[config.mk]
export PLATFORM = sky130hd
export DESIGN_NAME = aes_shared_sbox
export DESIGN_NICKNAME = d
export VERILOG_FILES = /design/src/rtl/aes_sbox_pkg.sv /design/src/rtl/sbox_gf_inv.sv /design/src/rtl/sbox_affine.sv /design/src/rtl/aes_shared_sbox.sv
export SDC_FILE = /design/constraint.sdc
export NUM_CORES = 1
export LEC_CHECK = 0
export ABC_AREA = 1
export BUFFER_PORTS_ARGS = -buffer_cell sky130_fd_sc_hd__buf_2
export CORE_MARGIN = 8
export CORE_UTILIZATION = 47
export CTS_BUF_LIST = sky130_fd_sc_hd__clkbuf_2
export DETAILED_ROUTE_END_ITERATION = 6
export GPL_TIMING_DRIVEN = 1
export HOLD_SLACK_MARGIN = 0.1
export PLACE_DENSITY = 0.62
export SYNTH_ARGS = -nofsm -noshare
export SYNTH_HDL_FRONTEND = slang
export SYNTH_SLANG_ARGS = --single-unit
[constraint.sdc]
create_clock -name clk -period 0.9 [get_ports clk]
set_input_delay 0.09 -clock clk [delete_from_list [all_inputs] [get_ports clk]]
set_output_delay 0.09 -clock clk [all_outputs]
set_load 0.03 [all_outputs]
[src/rtl/aes_sbox_pkg.sv]
package aes_sbox_pkg;

  localparam int BYTE_W = 8;
  localparam logic [BYTE_W-1:0] FWD_AFF_C = 8'h63;
  localparam logic [BYTE_W-1:0] INV_AFF_C = 8'h05;
  localparam logic [BYTE_W-1:0] RED_POLY  = 8'h1B; // x^8 folded back: x^4+x^3+x+1

  typedef logic [BYTE_W-1:0] byte_t;

  // Multiply by x with reduction
  function automatic byte_t gf_xtime(byte_t a);
    return {a[6:0], 1'b0} ^ (a[7] ? RED_POLY : 8'h00);
  endfunction

  // Field multiply, shift-and-add
  function automatic byte_t gf_mul(byte_t a, byte_t b);
    byte_t acc = '0;
    byte_t sh  = a;
    for (int k = 0; k < BYTE_W; k++) begin
      if (b[k]) acc = acc ^ sh;
      sh = gf_xtime(sh);
    end
    return acc;
  endfunction

  function automatic byte_t gf_sq(byte_t a);
    return gf_mul(a, a);
  endfunction

  // a^254 via an addition chain; 0 maps to 0 naturally
  function automatic byte_t gf_inv_chain(byte_t a);
    byte_t p3, p7, p15, p31, p63, p127;
    p3   = gf_mul(gf_sq(a), a);
    p7   = gf_mul(gf_sq(p3), a);
    p15  = gf_mul(gf_sq(p7), a);
    p31  = gf_mul(gf_sq(p15), a);
    p63  = gf_mul(gf_sq(p31), a);
    p127 = gf_mul(gf_sq(p63), a);
    return gf_sq(p127);
  endfunction

  function automatic byte_t rotl8(byte_t a, int unsigned n);
    return byte_t'((a << n) | (a >> (BYTE_W - n)));
  endfunction

  // Forward affine: circulant sum of rotations 0..4 plus constant
  function automatic byte_t aff_fwd(byte_t a);
    return a ^ rotl8(a, 1) ^ rotl8(a, 2) ^ rotl8(a, 3) ^ rotl8(a, 4) ^ FWD_AFF_C;
  endfunction

  // Inverse affine: rotations 1, 3, 6 plus constant
  function automatic byte_t aff_inv(byte_t a);
    return rotl8(a, 1) ^ rotl8(a, 3) ^ rotl8(a, 6) ^ INV_AFF_C;
  endfunction

endpackage

[src/rtl/sbox_gf_inv.sv]
module sbox_gf_inv
  import aes_sbox_pkg::*;
#(
  parameter bit USE_TABLE = 1'b1
) (
  input  logic [BYTE_W-1:0] a,
  output logic [BYTE_W-1:0] y
);

  localparam int N_ENTRIES = 1 << BYTE_W;

  generate
    if (USE_TABLE) begin : g_table
      byte_t inv_rom [N_ENTRIES];
      for (genvar gi = 0; gi < N_ENTRIES; gi++) begin : g_fill
        assign inv_rom[gi] = gf_inv_chain(byte_t'(gi));
      end
      assign y = inv_rom[a];
    end else begin : g_chain
      assign y = gf_inv_chain(a);
    end
  endgenerate

endmodule

[src/rtl/sbox_affine.sv]
module sbox_affine
  import aes_sbox_pkg::*;
#(
  parameter bit INVERSE = 1'b0
) (
  input  logic [BYTE_W-1:0] a,
  output logic [BYTE_W-1:0] y
);

  generate
    if (INVERSE) begin : g_inv
      assign y = aff_inv(a);
    end else begin : g_fwd
      assign y = aff_fwd(a);
    end
  endgenerate

endmodule

[src/rtl/aes_shared_sbox.sv]
module aes_shared_sbox
  import aes_sbox_pkg::*;
#(
  parameter bit USE_TABLE = 1'b1,
  parameter bit OUT_REG   = 1'b1
) (
  input  logic        clk,
  input  logic        rst_n,
  input  logic        dec_sel,
  input  logic [7:0]  din,
  output logic [7:0]  dout
);

  // Named internal nets, visible to the bound checker
  byte_t pre_aff;   // inverse affine of din (decrypt entry)
  byte_t inv_in;    // operand of the shared inverse core
  byte_t inv_out;   // result of the shared inverse core
  byte_t post_aff;  // forward affine of inv_out (encrypt exit)
  byte_t sub_res;   // combinational substitution result

  sbox_affine #(.INVERSE(1'b1)) u_pre_aff (
    .a (din),
    .y (pre_aff)
  );

  // Entry multiplexer
  assign inv_in = dec_sel ? pre_aff : din;

  sbox_gf_inv #(.USE_TABLE(USE_TABLE)) u_core (
    .a (inv_in),
    .y (inv_out)
  );

  sbox_affine #(.INVERSE(1'b0)) u_post_aff (
    .a (inv_out),
    .y (post_aff)
  );

  // Exit multiplexer
  assign sub_res = dec_sel ? inv_out : post_aff;

  generate
    if (OUT_REG) begin : g_oreg
      always_ff @(posedge clk or negedge rst_n) begin
        if (!rst_n) dout <= '0;
        else        dout <= sub_res;
      end
    end else begin : g_comb
      logic unused_clk_rst;
      assign unused_clk_rst = clk ^ rst_n;
      assign dout = sub_res;
    end
  endgenerate

endmodule

==> flow_summary.json, run 1 <==
{
  "fp.dieH_um": 113,
  "finalWeightedCongestion": 1.13,
  "post-synth-top-area-cell": "sky130_fd_sc_hd__nand3_1",
  "synth-main-ff-cell": "sky130_fd_sc_hd__dfrtp_1",
  "numCtsBuffers": 3,
  "pin_count": 19,
  "error": "[ERROR GRT-0232] Routing congestion too high. Check the congestion heatmap in the GUI.",
  "sequential_cell_area_fraction_in_the_yosys_report": 0.0450,
  "lastStage": "global routing (5_1_grt)",
  "netlist_top_cells_area": "sky130_fd_sc_hd__nand3_1 28%, sky130_fd_sc_hd__nand2_1 27%, sky130_fd_sc_hd__ha_1 5.1%",
  "synth_edf_count": 0,
  "ys.warnings.count": 0,
  "postSynthRegisterBits": 8,
  "portion_of_synthesized_cell_area_occupied_by_the_leading_cell_type": 0.276,
  "htree_num_levels": 1,
  "worst_ep_type": "register data pin",
  "cts-root-to-sink-buffers": 2,
  "floorplan.die.width_um": 113,
  "port_buffers": 18,
  "syn-instance-count": 874,
  "synthDistinctLibCells": 39,
  "grt_start_max_net_pins": 24,
  "worst_endpoint": "dout[2]$_DFF_PN0_/D",
  "global_route.usage.total": 0.555,
  "post_synth_instance_area_mm2": 0.00445,
  "synthesis.nets": 903,
  "syn_avg_cell_area_um2": 5.09,
  "grt_overflow_total": 4,
  "cts.root.buffer_cell": "sky130_fd_sc_hd__clkbuf_2",
  "cts_num_sinks": 8,
  "initial_standard_cell_utilization_of_the_core": 0.484,
  "synth_async_sr_flop_share": 1.00,
  "dp_hpwl_um": 18600,
  "result_of_the_run": "aborted with a tool error",
  "num_rows": 35
}
[layer usage]
layer	track usage	GRT overflow
met1	0.556	0
met2	0.717	3
met3	0.408	0
met4	0.514	1
met5	0.170	0
[what timing repair did]
item / in CTS
gates cloned: 3
hold buffers: 1
resized for setup: 183
setup buffers: 17
pin swaps: 76
hold endpoints to repair: 8
setup endpoints to repair: 9
[synthesized netlist by cell type, types with 7 or more instances]
cell,count
sky130_fd_sc_hd__nand2_1,321
sky130_fd_sc_hd__nand3_1,246
sky130_fd_sc_hd__nor2_1,47
sky130_fd_sc_hd__inv_1,46
sky130_fd_sc_hd__buf_2,27
sky130_fd_sc_hd__nand2_2,26
sky130_fd_sc_hd__o21ai_0,20
sky130_fd_sc_hd__ha_1,18
sky130_fd_sc_hd__a21oi_1,17
sky130_fd_sc_hd__o21ai_1,11
sky130_fd_sc_hd__nand4_1,9
sky130_fd_sc_hd__buf_4,8
sky130_fd_sc_hd__dfrtp_1,8
sky130_fd_sc_hd__inv_2,8
sky130_fd_sc_hd__buf_6,7
[logic make-up after synthesis]
logic type / synth area share
AO/OA/AOI/OAI: 0.0806
XOR/XNOR: 0.00984
adder cells (fa/ha/maj): 0.0506
buffers and inverters: 0.118
flip-flops: 0.0450
AND/OR/NAND/NOR: 0.696
[stage by stage]
stage | instance area [um^2] | setup WS (ns) | instances | utilization | setup TNS (ns)
floorplan | 4780 | -1.36 | 874 | - | -10.68
global placement | 6240 | -1.99 | 1136 | 0.679 | -15.68
detailed placement | 6240 | -2.06 | 1136 | 0.679 | -16.18
CTS | 7170 | -1.42 | 1160 | 0.780 | -11.28
==> inputs of run 2 (changes only) <==
--- a/config.mk
+++ b/config.mk
@@ -8,12 +8,10 @@
 export ABC_AREA = 1
 export BUFFER_PORTS_ARGS = -buffer_cell sky130_fd_sc_hd__buf_2
 export CORE_MARGIN = 8
-export CORE_UTILIZATION = 47
-export CTS_BUF_LIST = sky130_fd_sc_hd__clkbuf_2
+export CORE_UTILIZATION = 32
 export DETAILED_ROUTE_END_ITERATION = 6
 export GPL_TIMING_DRIVEN = 1
-export HOLD_SLACK_MARGIN = 0.1
-export PLACE_DENSITY = 0.62
+export PLACE_DENSITY_LB_ADDON = 0.15
 export SYNTH_ARGS = -nofsm -noshare
 export SYNTH_HDL_FRONTEND = slang
 export SYNTH_SLANG_ARGS = --single-unit
==> flow_summary.json, run 2 <==
{
  "max_cap_viol": 0,
  "port_buffers": 18,
  "post_synth_instance_area_mm2": 0.00445,
  "drt-total-wl_um": 26700,
  "place_area_mm2": 0.00660,
  "fin_worst_hold_slack_ns": 0.224,
  "final_cell_mix": "228 x sky130_fd_sc_hd__nand2_1, 207 x sky130_fd_sc_hd__buf_4, 161 x sky130_fd_sc_hd__nand3_1",
  "result_of_the_run": "finished, violations left",
  "routedWlPerCell_um": 20.7,
  "violations_in_the_final_reports": "setup timing",
  "largest_registers": "dout: 8 flops",
  "postSynthRegisterBits": 8,
  "synthesis.nets": 903,
  "sequential_cell_area_fraction_in_the_yosys_report": 0.0450,
  "portion_of_synthesized_cell_area_occupied_by_the_leading_cell_type": 0.276,
  "cts-root-to-sink-buffers": 2,
  "final.fill_count": 1282,
  "grt_start_max_net_pins": 24,
  "ys.warnings.count": 0,
  "numCtsBuffers": 3,
  "fp.dieH_um": 134,
  "timing.final.ws_setup_ns": -1.57,
  "mostFrequentLayoutCell": "sky130_fd_sc_hd__nand2_1",
  "detailed_routing_iteration_count_for_the_pre_antenna_repair_pass": 6,
  "remaining_drc_errors": 0,
  "achievable-frequency_mhz": 405,
  "num_rows": 43,
  "number_of_failing_setup_endpoints_in_the_final_timing_report": 8,
  "dp_hpwl_um": 19400,
  "synth_edf_count": 0,
  "cts_tree": "yes",
  "synth_most_common_cell": "sky130_fd_sc_hd__nand2_1",
  "cts.root.buffer_cell": "sky130_fd_sc_hd__clkbuf_16",
  "netlist_top_cells_area": "sky130_fd_sc_hd__nand3_1 28%, sky130_fd_sc_hd__nand2_1 27%, sky130_fd_sc_hd__ha_1 5.1%",
  "layout_min_cycle_time_ns": 2.47,
  "global_route.usage.total": 0.273,
  "largest_reg_flops": 8,
  "slew-limit-headroom": 0.797,
  "top_register": "dout",
  "initial_drc_count": 888,
  "grt_overflow_total": 0,
  "syn_avg_cell_area_um2": 5.09,
  "cp_data_arrival_time_ns": 2.58,
  "synth-main-ff-cell": "sky130_fd_sc_hd__dfrtp_1",
  "critPathCaptureType": "flip-flop",
  "critical_path_class": "in -> reg",
  "grt_pass1_wl_um": 38800,
  "final_hold_viol_count": 0,
  "cp_max_fo": 8,
  "pin_count": 19,
  "detail_route.vias_per_cell": 5.71,
  "worst_ir_drop_on_vdd_uv": 717,
  "placeableCoreArea_mm2": 0.0137,
  "antenna_cells": 0,
  "worst_setup_sp_type": "input pin",
  "finalWeightedCongestion": 1.04,
  "finish.net_count": 1141,
  "detailroute.via_count": 7368,
  "power_per_cell_area_mw_per_mm2": 1420,
  "cts.clk_slew.worst_paths_ns": 0.04,
  "post_synth_most_frequent_cells": "321 x sky130_fd_sc_hd__nand2_1, 246 x sky130_fd_sc_hd__nand3_1, 47 x sky130_fd_sc_hd__nor2_1",
  "proportion_of_layout_cells_with_a_drive_suffix_above_1": 0.525,
  "grt_pass1_vias": 6957,
  "finalInstanceArea_mm2": 0.00843,
  "holdCritPathClass": "in -> async",
  "slew_viol_final": 0,
  "synth_async_sr_flop_share": 1.00,
  "floorplan.die.width_um": 134,
  "number_of_antenna_violations_at_the_first_check_in_global_routing": 0,
  "synthDistinctLibCells": 39,
  "floorplan.die_area_mm2": 0.0179,
  "flow.area_growth_from_synthesis_pct": 89.4,
  "initial_standard_cell_utilization_of_the_core": 0.325,
  "final.period_utilization": 2.74,
  "grt_setup_unrepaired": "yes",
  "cts_num_sinks": 8,
  "required_ns": 1.01,
  "post-synth-top-area-cell": "sky130_fd_sc_hd__nand3_1",
  "htree_num_levels": 1,
  "syn-instance-count": 874,
  "power_leakage_nw": 4.27,
  "tightest_slew_ns": 0.303,
  "drt.antenna.violating_nets": 0
}
[run 2: cell counts after synthesis]
Identical to the previous run, type by type.
[run 2: cells by family after synthesis]
logic type | count (synthesis) | synth area share
adders and majority gates | 18 | 0.0506
AOI/OAI and AO/OA | 63 | 0.0806
DFF | 8 | 0.0450
and+or+nand+nor | 675 | 0.696
xor gates and xnor gates | 5 | 0.00984
buffers and inverters | 105 | 0.118
[run 2: final timing paths]
path / start / end / cells after the start
worst max-delay path: din[3] / dout[6] / 25
worst min-delay path: rst_n / dout[2] / 2
min in group clk: dec_sel / dout[1] / 5
max in group asynchronous: rst_n / dout[4] / 2
[run 2: per-stage QoR]
step	TNS [ns]	utilization	power, mW	std cells	setup WS, ns
floorplan	-10.68	-	5.23	874	-1.36
global placement	-15.24	0.481	8.57	1243	-1.92
detailed placement	-15.27	0.481	8.50	1243	-1.93
CTS	-11.58	0.564	10.7	1268	-1.48
global route	-13.06	0.615	12.5	1290	-1.66
finish	-12.16	0.615	11.9	1290	-1.57
[run 2: cell type report]
| cell class | count | area (um^2) | area share |
|---|---|---|---|
| multi-input combinational | 765 | 5150 | 0.611 |
| sequential | 8 | 200 | 0.0237 |
| timing repair buffer | 278 | 2530 | 0.300 |
| tap | 180 | 225 | 0.0267 |
| clock buffer | 3 | 75.1 | 0.00890 |
| inverter | 56 | 251 | 0.0298 |
[run 2: worst max-delay path, stage by stage]
cell,delay (ns)
sky130_fd_sc_hd__buf_12,0.11
sky130_fd_sc_hd__inv_4,0.08
sky130_fd_sc_hd__nand2_4,0.06
sky130_fd_sc_hd__buf_4,0.13
sky130_fd_sc_hd__buf_4,0.13
sky130_fd_sc_hd__nand3_2,0.06
sky130_fd_sc_hd__nand2_2,0.08
sky130_fd_sc_hd__buf_4,0.15
sky130_fd_sc_hd__a21oi_4,0.14
sky130_fd_sc_hd__buf_12,0.17
sky130_fd_sc_hd__nand2_1,0.07
sky130_fd_sc_hd__nor2_2,0.12
sky130_fd_sc_hd__nand2_1,0.08
sky130_fd_sc_hd__nand3_1,0.10
sky130_fd_sc_hd__nand2_1,0.08
sky130_fd_sc_hd__nand2_1,0.08
sky130_fd_sc_hd__nand3_2,0.09
sky130_fd_sc_hd__nand2_4,0.17
sky130_fd_sc_hd__nand3_4,0.12
sky130_fd_sc_hd__nand2_2,0.09
sky130_fd_sc_hd__nand2_4,0.06
sky130_fd_sc_hd__nand3_2,0.10
sky130_fd_sc_hd__nand3_2,0.09
sky130_fd_sc_hd__nand2_1,0.08
sky130_fd_sc_hd__nand2_1,0.06
[run 2: power by group]
| group | internal, mW | switching (mW) |
|---|---|---|
| sequential | 0.520 | 0.0494 |
| clock | 0.572 | 0.168 |
| combinational | 4.41 | 6.23 |
[run 2: per-layer routing]
layer / GRT usage / vias to the layer above / share of wire
met4: 0.162 / 0 / 0.075
met5: 0 / - / 0
met2: 0.441 / 488 / 0.45
met3: 0.0445 / 155 / 0.093
met1: 0.337 / 3334 / 0.38
li1: - / 3391 / -
[run 2: repair_timing]
item                                   in CTS  in global routing
setup endpoints to repair                   8                  8
hold buffers                                1                  0
cloned                                      3                  4
gates resized for setup                   220                117
pin swaps                                  87                 77
endpoints found under the hold margin       8                  0
buffers inserted                           18                 18
(Power assumes the default switching activity.)
==> inputs of run 3 (changes only) <==
--- a/config.mk
+++ b/config.mk
@@ -7,8 +7,7 @@
 export LEC_CHECK = 0
 export ABC_AREA = 1
 export BUFFER_PORTS_ARGS = -buffer_cell sky130_fd_sc_hd__buf_2
-export CORE_MARGIN = 8
-export CORE_UTILIZATION = 32
+export CORE_UTILIZATION = 44
 export DETAILED_ROUTE_END_ITERATION = 6
 export GPL_TIMING_DRIVEN = 1
 export PLACE_DENSITY_LB_ADDON = 0.15
==> constraint.sdc (replaced) <==
create_clock -name clk -period 3.1 [get_ports clk]
set_input_delay 0.31 -clock clk [delete_from_list [all_inputs] [get_ports clk]]
set_output_delay 0.31 -clock clk [all_outputs]
set_load 0.03 [all_outputs]
==> flow_summary.json, run 3 (synthesis results as in run 2) <==
{
  "result_of_the_run": "finished clean",
  "finish.net_count": 962,
  "detailroute.via_count": 6834,
  "achievable-frequency_mhz": 328,
  "p_comb_frac": 0.883,
  "crit_path_top_delay_cell": "sky130_fd_sc_hd__buf_4",
  "cts.root.buffer_cell": "sky130_fd_sc_hd__clkbuf_8",
  "timing.critical_path.cells": "buf_2 -> inv_1 -> buf_4 -> nand2_1 -> nand2_2 -> buf_4 -> nor2_1 -> nor2_1 -> o2111ai_1 -> nand3_1 -> nand2_1 -> nand2_1 -> nand2_1 -> nand2_1 -> nand2_2 -> buf_4 -> nand3b_4 -> nand3_2 -> nand2_1 -> nand2_1",
  "detail_route.vias_per_cell": 6.42,
  "grt_pass1_wl_um": 33300,
  "top_register": "dout",
  "tightest_slew_ns": 0.732,
  "cts_num_sinks": 8,
  "proportion_of_layout_cells_with_a_drive_suffix_above_1": 0.227,
  "drt.antenna.violating_nets": 0,
  "grt_start_max_net_pins": 55,
  "fin_util": 0.554,
  "worst_setup_sp_type": "input pin",
  "dpl.cell_count": 1053,
  "crit_top_cell": "sky130_fd_sc_hd__nand2_1",
  "finalWeightedCongestion": 1.09,
  "num_rows": 36,
  "net-switching-power_mw": 1.45,
  "final_hold_viol_count": 0,
  "numCtsBuffers": 3,
  "final.period_utilization": 0.983,
  "finalSetupTns_ns": 0,
  "initial_drc_count": 1072,
  "grt_setup_unrepaired": "yes",
  "swShare": 0.608,
  "worst_ir_drop_on_vdd_uv": 301,
  "dp_hpwl_um": 16800,
  "place_area_mm2": 0.00507,
  "floorplan.die_area_mm2": 0.0105,
  "slew-limit-headroom": 0.511,
  "power_report.internal_total_uw": 936,
  "relative_contribution_of_the_clock_network_to_total_power": 0.050,
  "number_of_antenna_violations_at_the_first_check_in_global_routing": 0,
  "pin_count": 19,
  "power_mw": 2.39,
  "cts_tree": "yes",
  "placeableCoreArea_mm2": 0.00977,
  "power_per_cell_area_mw_per_mm2": 441,
  "layout.cells.non_filler": 1064,
  "drt-total-wl_um": 22800,
  "number_of_failing_setup_endpoints_in_the_final_timing_report": 0,
  "slew_viol_final": 0,
  "floorplan.die.width_um": 103,
  "largest_registers": "dout: 8 flops",
  "htree_num_levels": 1,
  "global_route.usage.total": 0.422,
  "required_ns": 3.21,
  "initial_standard_cell_utilization_of_the_core": 0.456,
  "layout_min_cycle_time_ns": 3.05,
  "largest_reg_flops": 8,
  "final_cell_mix": "301 x sky130_fd_sc_hd__nand2_1, 232 x sky130_fd_sc_hd__nand3_1, 73 x sky130_fd_sc_hd__buf_4",
  "holdCritPathClass": "in -> async",
  "critical-path-max-stage-delay_ns": 0.28,
  "port_buffers": 18,
  "routedWlPerCell_um": 21.4,
  "cts.clk_slew.worst_paths_ns": 0.04,
  "antenna_cells": 0,
  "max_cap_viol": 0,
  "finalInstanceArea_mm2": 0.00541,
  "critPathCaptureType": "flip-flop",
  "pwr-share-seq": 0.067,
  "cp_data_arrival_time_ns": 3.16,
  "fp.dieH_um": 103,
  "critical_path_class": "in -> reg",
  "remaining_drc_errors": 0,
  "detailed_routing_iteration_count_for_the_pre_antenna_repair_pass": 7,
  "grt_pass1_vias": 6082,
  "grt_overflow_total": 0,
  "mostFrequentLayoutCell": "sky130_fd_sc_hd__nand2_1",
  "cp_max_fo": 19,
  "flow.area_growth_from_synthesis_pct": 21.6,
  "power_leakage_nw": 2.90,
  "cts-root-to-sink-buffers": 2
}
## run 3: critical path, delay by kind of cell
family                 cells  cell delay [ns]
AO/OA/AOI/OAI              1             0.28
buffers and inverters      5             1.03
AND/OR/NAND/NOR           14             1.54
## run 3: what timing repair did
| action | in CTS | in global routing |
|---|---|---|
| cloned | 0 | 1 |
| resized for setup | 1 | 61 |
| setup buffers | 0 | 6 |
| pin swaps | 0 | 7 |
| endpoints found under the hold margin | 8 | 0 |
| hold buffers | 1 | 0 |
| endpoints found under the setup margin | 1 | 8 |
## run 3: metal layers
metal	track usage	up-vias	wire length (um)
met3	0.119	171	3370
met1	0.533	3028	8220
li1	-	3018	-
met4	0.247	0	1840
met2	0.638	617	9380
met5	0	-	0
## run 3: final timing paths
path,start,to,cells past startpoint
setup / recovery,dec_sel,dout[7],20
hold / removal,rst_n,dout[2],2
max in group asynchronous,rst_n,dout[7],2
min in group clk,dec_sel,dout[4],5
## run 3: final cells by class
type                            instances  area, um^2
Multi-Input combinational cell        762        3970
Inverter                               56         210
Fill cell                            1051        4360
Timing Repair Buffer                  102         826
Clock buffer                            3        41.3
Tap cell                              133         166
Sequential cell                         8         200
## run 3: stage by stage
stage	worst slack [ns]	hold WS [ns]
finish	0.0514	0.458
global route	-0.0569	0.500
CTS	0.00238	0.451
detailed placement	-0.230	0.152
global placement	-0.0904	0.151
floorplan	0.161	0.0144
## run 3: power by group through the flow
stage | sequential, mW | combinational, mW | clock [mW]
final | 0.159 | 2.11 | 0.119
after global routing | 0.167 | 2.24 | 0.127
after detailed placement | 0.161 | 1.88 | 0
after floorplan | 0.262 | 1.15 | 0
after global placement | 0.161 | 1.86 | 0
after CTS | 0.160 | 1.89 | 0.121
==> inputs of run 4 (changes only) <==
--- a/config.mk
+++ b/config.mk
@@ -7,10 +7,13 @@
 export LEC_CHECK = 0
 export ABC_AREA = 1
 export BUFFER_PORTS_ARGS = -buffer_cell sky130_fd_sc_hd__buf_2
+export CELL_PAD_IN_SITES_DETAIL_PLACEMENT = 1
+export CELL_PAD_IN_SITES_GLOBAL_PLACEMENT = 1
 export CORE_UTILIZATION = 44
 export DETAILED_ROUTE_END_ITERATION = 6
 export GPL_TIMING_DRIVEN = 1
 export PLACE_DENSITY_LB_ADDON = 0.15
+export SLEW_MARGIN = 20
 export SYNTH_ARGS = -nofsm -noshare
 export SYNTH_HDL_FRONTEND = slang
 export SYNTH_SLANG_ARGS = --single-unit
==> flow_summary.json, run 4 (synthesis results as in run 2) <==
{
  "pin_count": 19,
  "finish.net_count": 996,
  "largest_registers": "dout: 8 flops",
  "final.fill_count": 1454,
  "routedWlPerCell_um": 26.7,
  "flow.area_growth_from_synthesis_pct": 31.6,
  "finalWeightedCongestion": 1.16,
  "port_buffers": 18,
  "grt_start_max_net_pins": 40,
  "cp_max_fo": 11,
  "worst_ir_drop_on_vdd_uv": 344,
  "mostFrequentLayoutCell": "sky130_fd_sc_hd__nand2_1",
  "cts_tree": "yes",
  "busiest_layer": "met2",
  "remaining_drc_errors": 35,
  "detailroute.via_count": 7612,
  "grt_pass1_vias": 6947,
  "critPathCaptureType": "flip-flop",
  "layout_min_cycle_time_ns": 3.27,
  "floorplan.die.width_um": 103,
  "initial_drc_count": 989,
  "critical_path_class": "in -> reg",
  "detailed_routing_iteration_count_for_the_pre_antenna_repair_pass": 7,
  "htree_num_levels": 1,
  "initial_standard_cell_utilization_of_the_core": 0.456,
  "top_register": "dout",
  "grt_util_met2": 0.753,
  "largest_reg_flops": 8,
  "proportion_of_layout_cells_with_a_drive_suffix_above_1": 0.284,
  "final.period_utilization": 1.05,
  "global_route.usage.total": 0.495,
  "cts-root-to-sink-buffers": 2,
  "dp_hpwl_um": 20000,
  "grtUsageMet1": 0.603,
  "tightest_slew_ns": 0.796,
  "power_leakage_nw": 3.12,
  "number_of_antenna_violations_at_the_first_check_in_global_routing": 1,
  "final_hold_viol_count": 0,
  "grt_pass1_wl_um": 38900,
  "grt_overflow_total": 0,
  "required_ns": 3.21,
  "grt_setup_unrepaired": "yes",
  "power_per_cell_area_mw_per_mm2": 471,
  "slew-limit-headroom": 0.469,
  "violations_in_the_final_reports": "DRC, setup timing",
  "max_cap_viol": 0,
  "grt.met3_usage": 0.179,
  "holdCritPathClass": "in -> async",
  "timing.final.ws_setup_ns": -0.167,
  "drt.antenna.violating_nets": 0,
  "numCtsBuffers": 3,
  "cts_num_sinks": 8,
  "floorplan.die_area_mm2": 0.0105,
  "cts.clk_slew.worst_paths_ns": 0.06,
  "worst_setup_sp_type": "input pin",
  "multiInputGateArea_mm2": 0.00414,
  "result_of_the_run": "finished, violations left",
  "sequential_cell_area_um2": 200,
  "number_of_failing_setup_endpoints_in_the_final_timing_report": 6,
  "fin_worst_hold_slack_ns": 0.473,
  "slew_viol_final": 0,
  "achievable-frequency_mhz": 306,
  "fp.dieH_um": 103,
  "drt-total-wl_um": 29400,
  "detail_route.vias_per_cell": 6.93,
  "num_rows": 36,
  "place_worst_setup_slack_ns": -0.251,
  "cts.root.buffer_cell": "sky130_fd_sc_hd__clkbuf_8",
  "final_cell_mix": "289 x sky130_fd_sc_hd__nand2_1, 223 x sky130_fd_sc_hd__nand3_1, 103 x sky130_fd_sc_hd__buf_4",
  "placeableCoreArea_mm2": 0.00977,
  "cp_data_arrival_time_ns": 3.38
}
-- run 4: per-stage QoR --
stage	instance area, um^2	setup TNS [ns]	power [mW]	utilization	instances
after floorplan	4450	0	1.41	-	874
after global placement	5270	-0.481	2.07	0.539	1083
after detailed placement	5270	-1.80	2.16	0.539	1083
after CTS	5340	-0.000920	2.32	0.546	1087
after global routing	5860	-2.14	2.86	0.599	1098
final	5860	-0.529	2.76	0.600	1099
-- run 4: what timing repair did --
action / in CTS / in global routing
resized for setup: 4 / 109
hold buffers: 1 / 0
gates cloned: 0 / 1
endpoints found under the hold margin: 8 / 0
pin swaps: 1 / 14
buffers inserted: 0 / 10
endpoints found under the setup margin: 5 / 8
-- run 4: how the worst max path moves through the flow --
stage                     slack, ns  cells after the start    start  endpoint
after floorplan                0.16                     26   din[5]   dout[2]
after global placement        -0.09                     26   din[7]   dout[5]
after detailed placement      -0.25                     25   din[7]   dout[5]
after CTS                   -0.0009                     26   din[7]   dout[7]
after global routing          -0.40                     24  dec_sel   dout[2]
final                         -0.17                     24   din[7]   dout[7]
-- run 4: layout make-up --
cell class,instances,area share
timing repair buffer,136,0.187
antenna,1,0.000427
multi-input combinational,762,0.707
tap,133,0.0284
sequential,8,0.0342
inverter,56,0.0365
clock buffer,3,0.00704
-- run 4: critical path, cell delays in order --
cell and delay [ns]:
sky130_fd_sc_hd__buf_2 0.16, sky130_fd_sc_hd__inv_2 0.06, sky130_fd_sc_hd__nand2_1 0.09, sky130_fd_sc_hd__nand2_1 0.07, sky130_fd_sc_hd__nand2_1 0.06, sky130_fd_sc_hd__nand3_1 0.10, sky130_fd_sc_hd__nand2_2 0.14, sky130_fd_sc_hd__buf_8 0.17
sky130_fd_sc_hd__ha_2 0.22, sky130_fd_sc_hd__inv_2 0.05, sky130_fd_sc_hd__buf_4 0.14, sky130_fd_sc_hd__nand2_2 0.12, sky130_fd_sc_hd__nand3_1 0.20, sky130_fd_sc_hd__nand2_1 0.12, sky130_fd_sc_hd__nand2_1 0.08, sky130_fd_sc_hd__nand2_1 0.12
sky130_fd_sc_hd__nand3_1 0.14, sky130_fd_sc_hd__nand3_1 0.18, sky130_fd_sc_hd__nand2_4 0.11, sky130_fd_sc_hd__xnor2_4 0.23, sky130_fd_sc_hd__nand3b_4 0.18, sky130_fd_sc_hd__nand3_2 0.09, sky130_fd_sc_hd__nand2_1 0.10, sky130_fd_sc_hd__nand2_1 0.12
-- run 4: metal layers --
| metal | vias to the layer above | share of wire |
|---|---|---|
| met5 | - | 0.0021 |
| met4 | 2 | 0.097 |
| met3 | 284 | 0.15 |
| li1 | 3091 | - |
| met1 | 3476 | 0.34 |
| met2 | 759 | 0.40 |
-- run 4: power by group --
group	leakage (nW)	internal (mW)	switching, mW
Combinational	3.00	0.788	1.65
Clock	0.0216	0.0857	0.0620
Sequential	0.0959	0.150	0.0243
Total	3.12	1.02	1.74
